==> config.mk <==
export PLATFORM = sky130hd
export DESIGN_NAME = chan_prog_regs
export DESIGN_NICKNAME = d
export VERILOG_FILES = /design/src/rtl/chan_prog_pkg.sv /design/src/rtl/cp_chan_slot.sv /design/src/rtl/cp_ctrl.sv /design/src/rtl/cp_rdmux.sv /design/src/rtl/chan_prog_regs.sv
export SDC_FILE = /design/constraint.sdc
export NUM_CORES = 1
export LEC_CHECK = 0
export ABC_AREA = 1
export BUFFER_PORTS_ARGS = -buffer_cell sky130_fd_sc_hd__buf_2
export CAP_MARGIN = 30
export CORE_ASPECT_RATIO = 1.2
export CORE_MARGIN = 2
export CORE_UTILIZATION = 34
export CTS_BUF_LIST = sky130_fd_sc_hd__clkbuf_2 sky130_fd_sc_hd__clkbuf_4 sky130_fd_sc_hd__clkbuf_8
export CTS_CLUSTER_DIAMETER = 150
export DETAILED_ROUTE_END_ITERATION = 8
export PLACE_DENSITY = 0.7
export SETUP_SLACK_MARGIN = 0.5
export SYNTH_ARGS = -nofsm -noshare
export SYNTH_HDL_FRONTEND = slang
export SYNTH_HIERARCHICAL = 1
export SYNTH_SLANG_ARGS = --single-unit
export TNS_END_PERCENT = 20
==> constraint.sdc <==
create_clock -name clk -period 1.4 [get_ports clk]
set_input_delay 0 -clock clk [delete_from_list [all_inputs] [get_ports clk]]
set_output_delay 0 -clock clk [all_outputs]
set_load 0.01 [all_outputs]
==> src/rtl/chan_prog_pkg.sv <==
package chan_prog_pkg;
    // Register offsets above the per-channel data ports
    localparam logic [3:0] OFF_CMD    = 4'h8;  // command write / status read
    localparam logic [3:0] OFF_SREQ   = 4'h9;  // software request
    localparam logic [3:0] OFF_MSK1   = 4'hA;  // single channel mask
    localparam logic [3:0] OFF_MODE   = 4'hB;  // channel mode
    localparam logic [3:0] OFF_PTRCLR = 4'hC;  // byte pointer to low
    localparam logic [3:0] OFF_MCLR   = 4'hD;  // master clear / temp read
    localparam logic [3:0] OFF_MSKCLR = 4'hE;  // unmask all
    localparam logic [3:0] OFF_MSKALL = 4'hF;  // load all masks

    localparam int MODE_AUTOINIT_BIT = 4;
    localparam int CTL_SET_BIT       = 2;

    function automatic logic [15:0] put_byte(input logic [15:0] word,
                                             input logic        hi,
                                             input logic [7:0]  b);
        put_byte = hi ? {b, word[7:0]} : {word[15:8], b};
    endfunction
endpackage

==> src/rtl/cp_chan_slot.sv <==
module cp_chan_slot #(
    parameter int DW = 8,
    localparam int WW = 2 * DW
) (
    input  logic          clk,
    input  logic          rst_n,
    input  logic          wr_addr,
    input  logic          wr_cnt,
    input  logic          hi_sel,
    input  logic [DW-1:0] wdata,
    input  logic          wb_we,
    input  logic [WW-1:0] wb_addr,
    input  logic [WW-1:0] wb_cnt,
    output logic [WW-1:0] base_addr,
    output logic [WW-1:0] base_cnt,
    output logic [WW-1:0] cur_addr,
    output logic [WW-1:0] cur_cnt
);
    typedef struct packed {
        logic [WW-1:0] b_addr;
        logic [WW-1:0] b_cnt;
        logic [WW-1:0] c_addr;
        logic [WW-1:0] c_cnt;
    } slot_t;

    slot_t st_d, st_q;

    function automatic logic [WW-1:0] merge(input logic [WW-1:0] w,
                                            input logic hi,
                                            input logic [DW-1:0] b);
        merge = hi ? {b, w[DW-1:0]} : {w[WW-1:DW], b};
    endfunction

    always_comb begin
        st_d = st_q;
        if (wb_we) begin
            st_d.c_addr = wb_addr;
            st_d.c_cnt  = wb_cnt;
        end
        // host write lands after the engine write-back, so it wins its byte
        if (wr_addr) begin
            st_d.b_addr = merge(st_q.b_addr, hi_sel, wdata);
            st_d.c_addr = merge(st_d.c_addr, hi_sel, wdata);
        end
        if (wr_cnt) begin
            st_d.b_cnt = merge(st_q.b_cnt, hi_sel, wdata);
            st_d.c_cnt = merge(st_d.c_cnt, hi_sel, wdata);
        end
    end

    always_ff @(posedge clk or negedge rst_n) begin
        if (!rst_n) st_q <= '0;
        else        st_q <= st_d;
    end

    assign base_addr = st_q.b_addr;
    assign base_cnt  = st_q.b_cnt;
    assign cur_addr  = st_q.c_addr;
    assign cur_cnt   = st_q.c_cnt;
endmodule

==> src/rtl/cp_ctrl.sv <==
module cp_ctrl
    import chan_prog_pkg::*;
#(
    parameter int NCH = 4,
    parameter int DW  = 8,
    localparam int CW = $clog2(NCH),
    localparam int DATA_PORTS = 2 * NCH
) (
    input  logic              clk,
    input  logic              rst_n,
    input  logic              wr_stb,
    input  logic              rd_stb,
    input  logic [3:0]        off,
    input  logic [DW-1:0]     wdata,
    input  logic [NCH-1:0]    eng_tc,
    input  logic [NCH-1:0]    eng_hreq,
    input  logic              eng_temp_we,
    input  logic [DW-1:0]     eng_temp_data,
    output logic              hi_sel,
    output logic [DW-1:0]     cmd,
    output logic [NCH-1:0]    mask,
    output logic [NCH-1:0]    sreq,
    output logic [NCH*DW-1:0] mode,
    output logic [2*NCH-1:0]  status,
    output logic [DW-1:0]     temp
);
    typedef struct packed {
        logic                    ptr;
        logic [DW-1:0]           cmd;
        logic [NCH-1:0]          mask;
        logic [NCH-1:0]          tc;
        logic [NCH-1:0]          sreq;
        logic [DW-1:0]           temp;
        logic [NCH-1:0][DW-1:0]  mode;
    } ctl_t;

    ctl_t ctl_d, ctl_q;
    logic [CW-1:0] sel_ch;
    logic          data_port;

    assign sel_ch    = wdata[CW-1:0];
    assign data_port = (32'(off) < DATA_PORTS);

    always_comb begin
        ctl_d = ctl_q;

        if (eng_temp_we) ctl_d.temp = eng_temp_data;

        // status read clears old flags; a pulse this cycle still registers
        if (rd_stb && off == OFF_CMD) ctl_d.tc = eng_tc;
        else                          ctl_d.tc = ctl_q.tc | eng_tc;

        if ((wr_stb || rd_stb) && data_port) ctl_d.ptr = ~ctl_q.ptr;

        if (wr_stb) begin
            case (off)
                OFF_CMD:    ctl_d.cmd = wdata;
                OFF_SREQ:   ctl_d.sreq[sel_ch] = wdata[CTL_SET_BIT];
                OFF_MSK1:   ctl_d.mask[sel_ch] = wdata[CTL_SET_BIT];
                OFF_MODE:   ctl_d.mode[sel_ch] = wdata;
                OFF_PTRCLR: ctl_d.ptr = 1'b0;
                OFF_MCLR: begin
                    ctl_d.cmd  = '0;
                    ctl_d.tc   = '0;
                    ctl_d.sreq = '0;
                    ctl_d.temp = '0;
                    ctl_d.ptr  = 1'b0;
                    ctl_d.mask = '1;
                end
                OFF_MSKCLR: ctl_d.mask = '0;
                OFF_MSKALL: ctl_d.mask = wdata[NCH-1:0];
                default: ;
            endcase
        end
    end

    always_ff @(posedge clk or negedge rst_n) begin
        if (!rst_n) begin
            ctl_q      <= '0;
            ctl_q.mask <= '1;
        end else begin
            ctl_q <= ctl_d;
        end
    end

    assign hi_sel = ctl_q.ptr;
    assign cmd    = ctl_q.cmd;
    assign mask   = ctl_q.mask;
    assign sreq   = ctl_q.sreq;
    assign mode   = ctl_q.mode;
    assign temp   = ctl_q.temp;
    assign status = {ctl_q.sreq | eng_hreq, ctl_q.tc};
endmodule

==> src/rtl/cp_rdmux.sv <==
module cp_rdmux
    import chan_prog_pkg::*;
#(
    parameter int NCH = 4,
    parameter int DW  = 8,
    localparam int WW = 2 * DW,
    localparam int CW = $clog2(NCH),
    localparam int DATA_PORTS = 2 * NCH
) (
    input  logic [3:0]        off,
    input  logic              hi_sel,
    input  logic [NCH*WW-1:0] cur_addr,
    input  logic [NCH*WW-1:0] cur_cnt,
    input  logic [2*NCH-1:0]  status,
    input  logic [DW-1:0]     temp,
    output logic [DW-1:0]     rdata
);
    logic [CW-1:0] ch;
    logic [WW-1:0] word;

    assign ch = off[CW:1];

    always_comb begin
        word = off[0] ? cur_cnt[ch*WW +: WW] : cur_addr[ch*WW +: WW];
        if (32'(off) < DATA_PORTS)  rdata = hi_sel ? word[WW-1:DW] : word[DW-1:0];
        else if (off == OFF_CMD)    rdata = DW'(status);
        else if (off == OFF_MCLR)   rdata = temp;
        else                        rdata = '0;
    end
endmodule

==> src/rtl/chan_prog_regs.sv <==
module chan_prog_regs
    import chan_prog_pkg::*;
#(
    parameter int NCH = 4,
    parameter int DW  = 8,
    localparam int WW = 2 * DW
) (
    input  logic              clk,
    input  logic              rst_n,
    input  logic              bus_cs,
    input  logic              bus_rd,
    input  logic              bus_wr,
    input  logic [3:0]        bus_off,
    input  logic [DW-1:0]     bus_wdata,
    output logic [DW-1:0]     bus_rdata,
    output logic [NCH*WW-1:0] eng_base_addr,
    output logic [NCH*WW-1:0] eng_base_cnt,
    output logic [NCH*WW-1:0] eng_cur_addr,
    output logic [NCH*WW-1:0] eng_cur_cnt,
    output logic [NCH*DW-1:0] eng_mode,
    output logic [NCH-1:0]    eng_autoinit,
    output logic [NCH-1:0]    eng_mask,
    output logic [DW-1:0]     eng_cmd,
    output logic [NCH-1:0]    eng_sreq,
    input  logic [NCH-1:0]    eng_wb_we,
    input  logic [NCH*WW-1:0] eng_wb_addr,
    input  logic [NCH*WW-1:0] eng_wb_cnt,
    input  logic [NCH-1:0]    eng_tc,
    input  logic [NCH-1:0]    eng_hreq,
    input  logic              eng_temp_we,
    input  logic [DW-1:0]     eng_temp_data
);
    logic             wr_stb, rd_stb, byte_hi;
    logic [2*NCH-1:0] stat_byte;
    logic [DW-1:0]    temp_byte;

    assign wr_stb = bus_cs && bus_wr;
    assign rd_stb = bus_cs && bus_rd && !bus_wr;

    cp_ctrl #(.NCH(NCH), .DW(DW)) u_ctrl (
        .clk(clk), .rst_n(rst_n), .wr_stb(wr_stb), .rd_stb(rd_stb),
        .off(bus_off), .wdata(bus_wdata), .eng_tc(eng_tc),
        .eng_hreq(eng_hreq), .eng_temp_we(eng_temp_we),
        .eng_temp_data(eng_temp_data), .hi_sel(byte_hi), .cmd(eng_cmd),
        .mask(eng_mask), .sreq(eng_sreq), .mode(eng_mode),
        .status(stat_byte), .temp(temp_byte)
    );

    for (genvar g = 0; g < NCH; g++) begin : g_slot
        logic wa, wc;
        assign wa = wr_stb && (bus_off == 4'(2 * g));
        assign wc = wr_stb && (bus_off == 4'(2 * g + 1));
        assign eng_autoinit[g] = eng_mode[g*DW + MODE_AUTOINIT_BIT];

        cp_chan_slot #(.DW(DW)) u_slot (
            .clk(clk), .rst_n(rst_n), .wr_addr(wa), .wr_cnt(wc),
            .hi_sel(byte_hi), .wdata(bus_wdata), .wb_we(eng_wb_we[g]),
            .wb_addr(eng_wb_addr[g*WW +: WW]), .wb_cnt(eng_wb_cnt[g*WW +: WW]),
            .base_addr(eng_base_addr[g*WW +: WW]),
            .base_cnt(eng_base_cnt[g*WW +: WW]),
            .cur_addr(eng_cur_addr[g*WW +: WW]),
            .cur_cnt(eng_cur_cnt[g*WW +: WW])
        );
    end

    cp_rdmux #(.NCH(NCH), .DW(DW)) u_rdmux (
        .off(bus_off), .hi_sel(byte_hi), .cur_addr(eng_cur_addr),
        .cur_cnt(eng_cur_cnt), .status(stat_byte), .temp(temp_byte),
        .rdata(bus_rdata)
    );
endmodule

==> results of run 1 <==
-- cells in the mapped netlist --
| cell type | instances | share of area |
|---|---|---|
| dfrtp_1 | 313 | 0.49 |
| a21oi_1 | 18 | 0.0056 |
| inv_1 | 334 | 0.078 |
| xnor2_1 | 1 | 0.00055 |
| clkbuf_1 | 2 | 0.00047 |
| nor2_1 | 31 | 0.0073 |
| nand3_1 | 210 | 0.066 |
| nand2_2 | 11 | 0.0043 |
| inv_2 | 27 | 0.0063 |
| o21ai_0 | 12 | 0.0037 |
| buf_1 | 2 | 0.00047 |
| buf_6 | 37 | 0.026 |
| or2_1 | 2 | 0.00078 |
| nor3_1 | 2 | 0.00062 |
| or2_2 | 6 | 0.0023 |
| nor2_4 | 9 | 0.0063 |
| inv_4 | 1 | 0.00039 |
| dfstp_2 | 4 | 0.0066 |
| nand2_4 | 13 | 0.0091 |
| buf_4 | 6 | 0.0028 |
| inv_6 | 1 | 0.00055 |
| a22o_1 | 3 | 0.0016 |
| nand3_4 | 1 | 0.0011 |
| buf_2 | 28 | 0.0087 |
| nand2_1 | 1158 | 0.27 |
-- worst paths after layout --
kind	start	endpoint	slack (ns)	cells after the start
worst max-delay path	g_slot[2].u_slot/cur_addr[1]$_DFF_PN0_	bus_rdata[1]	-0.49	9
worst min-delay path	bus_wdata[7]	g_slot[0].u_slot/cur_cnt[15]$_DFF_PN0_	-0.20	3
worst max register to register	u_ctrl/hi_sel$_DFF_PN0_	g_slot[0].u_slot/cur_addr[12]$_DFF_PN0_	-0.38	11
worst min register to register	flip-flop	flip-flop	0.47	2
max in group asynchronous	rst_n	g_slot[2].u_slot/cur_cnt[6]$_DFF_PN0_	0.80	3
min in group asynchronous	rst_n	g_slot[0].u_slot/cur_addr[9]$_DFF_PN0_	-0.11	2
-- repair_timing --
| action | in CTS | in global routing |
|---|---|---|
| hold buffers | 244 | 1 |
| endpoints found under the hold margin | 534 | 81 |
| endpoints found under the setup margin | 574 | 633 |
| cloned | 4 | 8 |
| resized for setup | 253 | 456 |
| pin swaps | 65 | 146 |
| setup buffers | 70 | 39 |
-- cells by family after synthesis --
family / count (synthesis) / share of synthesized area
xor+xnor: 1 / 0.0005469
simple gates: 1443 / 0.3688
buf+inv: 438 / 0.1240
compound gates: 33 / 0.01101
flops: 317 / 0.4955
-- through the flow --
step	setup WS (ns)	instance area [um^2]	instances	total power (uW)
final	-0.4873	27140	3821	31950
after global routing	-0.5194	27140	3821	33310
after CTS	-0.4790	24950	3770	30290
after detailed placement	-0.1664	19800	3361	19210
after global placement	-0.1746	19800	3361	19120
after floorplan	0.3088	16160	2232	15360
-- area by class of cell --
class / count / share of cell area
antenna: 3 / 0.0002766
clock buffer: 73 / 0.03472
clock inverter: 18 / 0.007284
inverter: 363 / 0.05569
multi-input combinational: 1478 / 0.2860
sequential: 317 / 0.2927
tap: 623 / 0.02872
timing repair buffer: 946 / 0.2946
-- report_power, final --
group          internal [uW]  leakage [uW]  switching [uW]
sequential             10700       0.00392            1350
combinational           4930        0.0114            5910
clock                   5080      0.000599            3960
-- metal layers --
layer / GRT usage / wire length [um] / up-vias
li1: - / - / 8500
met3: 0.04582 / 5775 / 330
met1: 0.3402 / 28180 / 8950
met2: 0.5083 / 39240 / 1160
met4: 0.1481 / 5264 / 0
met5: 0 / 0 / -
-- critical path, stage by stage (launching register included) --
cell and delay (ns):
dfrtp_1 0.40, nand2_1 0.13, nand2_2 0.08, nand2_1 0.10
nand3_2 0.11, nand3_2 0.08, nand2_2 0.07, nand2_2 0.08
nand2_2 0.07, buf_6 0.12
==> metrics.csv, run 1 <==
metric;value;unit
FP Rows;87;
post-synthesis cell count;2232;
Hold Slack;-0.1970;ns
Fmax;529.9;MHz
final cycle utilization of the critical path;1.348;
most common cell after layout, fill and taps aside;nand2_1;
Pins Over Slew Limit;0;
largest net degree at the start of global routing;57;
clock skew;0.02567;ns
Worst EP required;1.40;ns
die width;202.1;um
port bufs;481;
initial antenna violation count;4;
critical path peak fanout;2;
Clock Pin Slew Worst Setup and Hold Paths;0.07;ns
status;finished with violations;
Worst-Skew Late Latency;0.63;ns
die area;48870;um^2
routability cong.;0.9066;
CTS H-tree depth;2;
RSZ-0062 raised after global routing;true;
Max-slew headroom;0.5230;
Total GRT Usage;0.2892;
Clock Path Buffers;3;
Pre-Repair DR Iteration Count;5;
share of layout cells above drive strength 1;0.3906;
max-cap violations;0;
cell area after synthesis;16020;um^2
Boundary Pins;482;
footprint of the multi-input gates;7761;um^2
initial cell density of the core;0.3422;
Synth-to-Final Area Change;69.43;%
kind of critical path;reg -> out;
CTS tree;yes;
Fillers;3828;
Fin. Hold Viols;78;
first-pass GRT wire length;107.9;mm
Sink Count;317;
final setup fails;204;
vias in the first global route;18234;
final setup margin;-0.4873;ns
total gr overflow;0;
kind of start point of the critical path;flip-flop;
CTS buffer count;52;
Avg Cell Area, Syn;7.176;um^2
Worst Max-Slew Pin Slew;0.7128;ns
hpwl dp;48.22;mm
failing checks;negative hold slack, negative setup slack;
VDD IR max;0.9228;mV
post-DR wirelength/cell;20.53;um
Detailed Route WL;78.46;mm
Crit. End Element;output pin;
pwr/cell area;1177;nW/um^2
Total Nets Final;3324;
storage element area;7944;um^2
leakage power;0.01594;uW
drt drc;0;
utilization after layout;0.5798;
clock root buffer;clkbuf_8;
vias per cell;4.957;
Tmin final;1.887;ns
Core ar.;46810;um^2
synthesized flop and latch total;317;
antenna viol nets, final;0;
synthesis warning total;6;
Post-Syn Nets;2398;
CP arrival;1.89;ns
most frequent cells in the layout;957 x nand2_1, 384 x buf_2, 310 x inv_1;
min-delay worst type;in -> reg;
Die Ht;241.8;um
vias;18940;
Unique masters post-synth;25;
Seq/Total Area, Yosys;0.4955;
Final TNS setup;-60.17;ns
initial DRC count;1511;
No activity file was read; power rests on OpenSTA's default activity.
==> run 2, diff against run 1 <==
CORE_ASPECT_RATIO = 0.5   (was 1.2)
==> metrics.csv, run 2 (synthesized netlist as in run 1, its figures left out) <==
metric;value;unit
status;finished with violations;
failing checks;negative hold slack, negative setup slack;
most frequent cells in the layout;958 x nand2_1, 434 x buf_2, 325 x inv_1;
FP Rows;56;
Synth-to-Final Area Change;64.42;%
min-delay worst type;in -> async;
Worst Max-Slew Pin Slew;0.5192;ns
clock skew;0.02614;ns
CTS H-tree depth;2;
Total Power;31720;uW
antenna viol nets, final;0;
VDD IR max;0.6288;mV
first-pass GRT wire length;108.2;mm
Boundary Pins;482;
hpwl dp;49.96;mm
utilization after layout;0.5644;
Max-slew headroom;0.6526;
share of layout cells above drive strength 1;0.3931;
Sink Count;317;
leakage power;0.01568;uW
CTS tree;yes;
die area;48970;um^2
RSZ-0062 raised after global routing;true;
Sw Share;0.3591;
routability cong.;0.9713;
initial DRC count;2286;
Hold Slack;-0.07961;ns
Clock Pin Slew Worst Setup and Hold Paths;0.07;ns
kind of start point of the critical path;flip-flop;
CTS buffer count;49;
dpl ws;0.04002;ns
Switch Pwr;11390;uW
drt drc;0;
initial cell density of the core;0.3433;
clock root buffer;clkbuf_8;
Fin. Hold Viols;38;
Tmin final;1.967;ns
CTS Hold Bufs;184;
max-cap violations;0;
clock power share;0.279;
Comb pwr share;0.337;
largest net degree at the start of global routing;51;
Pins Over Slew Limit;0;
Fmax;508.4;MHz
Detailed Route WL;79.16;mm
Core ar.;46660;um^2
initial antenna violation count;4;
Pre-Repair DR Iteration Count;9;
pwr/cell area;1204;nW/um^2
post-DR wirelength/cell;20.90;um
Slowest cell on crit path;dfrtp_1;
Total GRT Usage;0.2880;
Total Nets Final;3275;
Clock Path Buffers;3;
port bufs;481;
final setup fails;221;
CP arrival;1.97;ns
vias per cell;5.137;
vias;19458;
kind of critical path;reg -> out;
Pint;20330;uW
Die Ht;157.5;um
critical path peak fanout;2;
CP peak stage delay;0.52;ns
final cycle utilization of the critical path;1.405;
Worst EP required;1.40;ns
Reg power frac;0.385;
vias in the first global route;18529;
Crit. End Element;output pin;
most common cell after layout, fill and taps aside;nand2_1;
final setup margin;-0.5670;ns
total gr overflow;0;
die width;311.0;um
Worst path most repeated cell;nand2_1;
Worst-Skew Late Latency;0.62;ns
critical-path cell list;inv_1, nand2_1, nand3_2, nand3_2, nand3_2, nand2_1, nand2_1, nand2_1, buf_2;
-- run 2: changes by cell type in the layout (fill, tap and decap cells not counted), moves of 15 or more --
| cell | change |
|---|---|
| inv_1 | +15 |
| dlygate4sd3_1 | -56 |
| nand2_2 | -15 |
| buf_2 | +50 |
| buf_4 | +34 |
| buf_6 | -73 |
-- run 2: power groups by stage --
stage / combinational [uW] / sequential [uW] / clock (uW)
after floorplan: 2840 / 12500 / 0
after global placement: 7130 / 12100 / 0
after detailed placement: 7230 / 12100 / 0
after CTS: 9250 / 11900 / 8770
after global routing: 11300 / 12300 / 9350
final: 10700 / 12200 / 8840
-- run 2: final timing paths --
path                                                   startpoint                                         end  slack (ns)  depth (start not counted)
setup / recovery           g_slot[1].u_slot/cur_addr[1]$_DFF_PN0_                                bus_rdata[1]       -0.57                          9
hold / removal                                              rst_n    g_slot[0].u_slot/base_cnt[6]$_DFFE_PN0P_       -0.08                          2
setup reg to reg                          u_ctrl/hi_sel$_DFF_PN0_  g_slot[1].u_slot/base_addr[13]$_DFFE_PN0P_       -0.27                          9
hold reg to reg                                         flip-flop                                   flip-flop        0.46                          1
max in group asynchronous                                   rst_n                                   async pin        0.80                          3
min in group clk                                     bus_wdata[1]                                   flip-flop        0.06                          5
-- run 2: per-layer routing --
metal  routed length, um  GRT usage  share of wire  vias up
met2               36540     0.4644           0.46     1316
met4                7744     0.2443          0.098        0
met3                7733    0.06219          0.098      545
met1               27140     0.3326           0.34     9192
met5                   0          0              0        -
li1                    -          -              -     8405
-- run 2: through the flow --
step | area (um^2) | instances | setup TNS, ns
floorplan | 16160 | 2232 | 0
global placement | 19840 | 3376 | 0
detailed placement | 19840 | 3376 | 0
CTS | 24480 | 3729 | -24.57
global route | 26330 | 3785 | -40.26
finish | 26340 | 3788 | -31.33
-- run 2: critical path: cells and delay by family (launching register included) --
| kind | cells | cell delay [ns] |
|---|---|---|
| flip-flops | 1 | 0.52 |
| buffers and inverters | 2 | 0.25 |
| AND/OR/NAND/NOR | 7 | 0.58 |
-- run 2: final cells by class --
cell class	count	area (um^2)
Clock inverter	5	77.57
Tap cell	638	798.3
Clock buffer	81	1002
Fill cell	3804	20330
Multi-Input combinational cell	1479	7761
Inverter	363	1524
Antenna cell	6	15.01
Timing Repair Buffer	899	7198
Sequential cell	317	7960
-- run 2: repair_timing --
item                                    CTS  global route
pin swaps                                68           128
cloned                                    5             9
buffers inserted                         78            44
gates resized for setup                 265           347
hold endpoints to repair                591            38
endpoints found under the setup margin  576           633
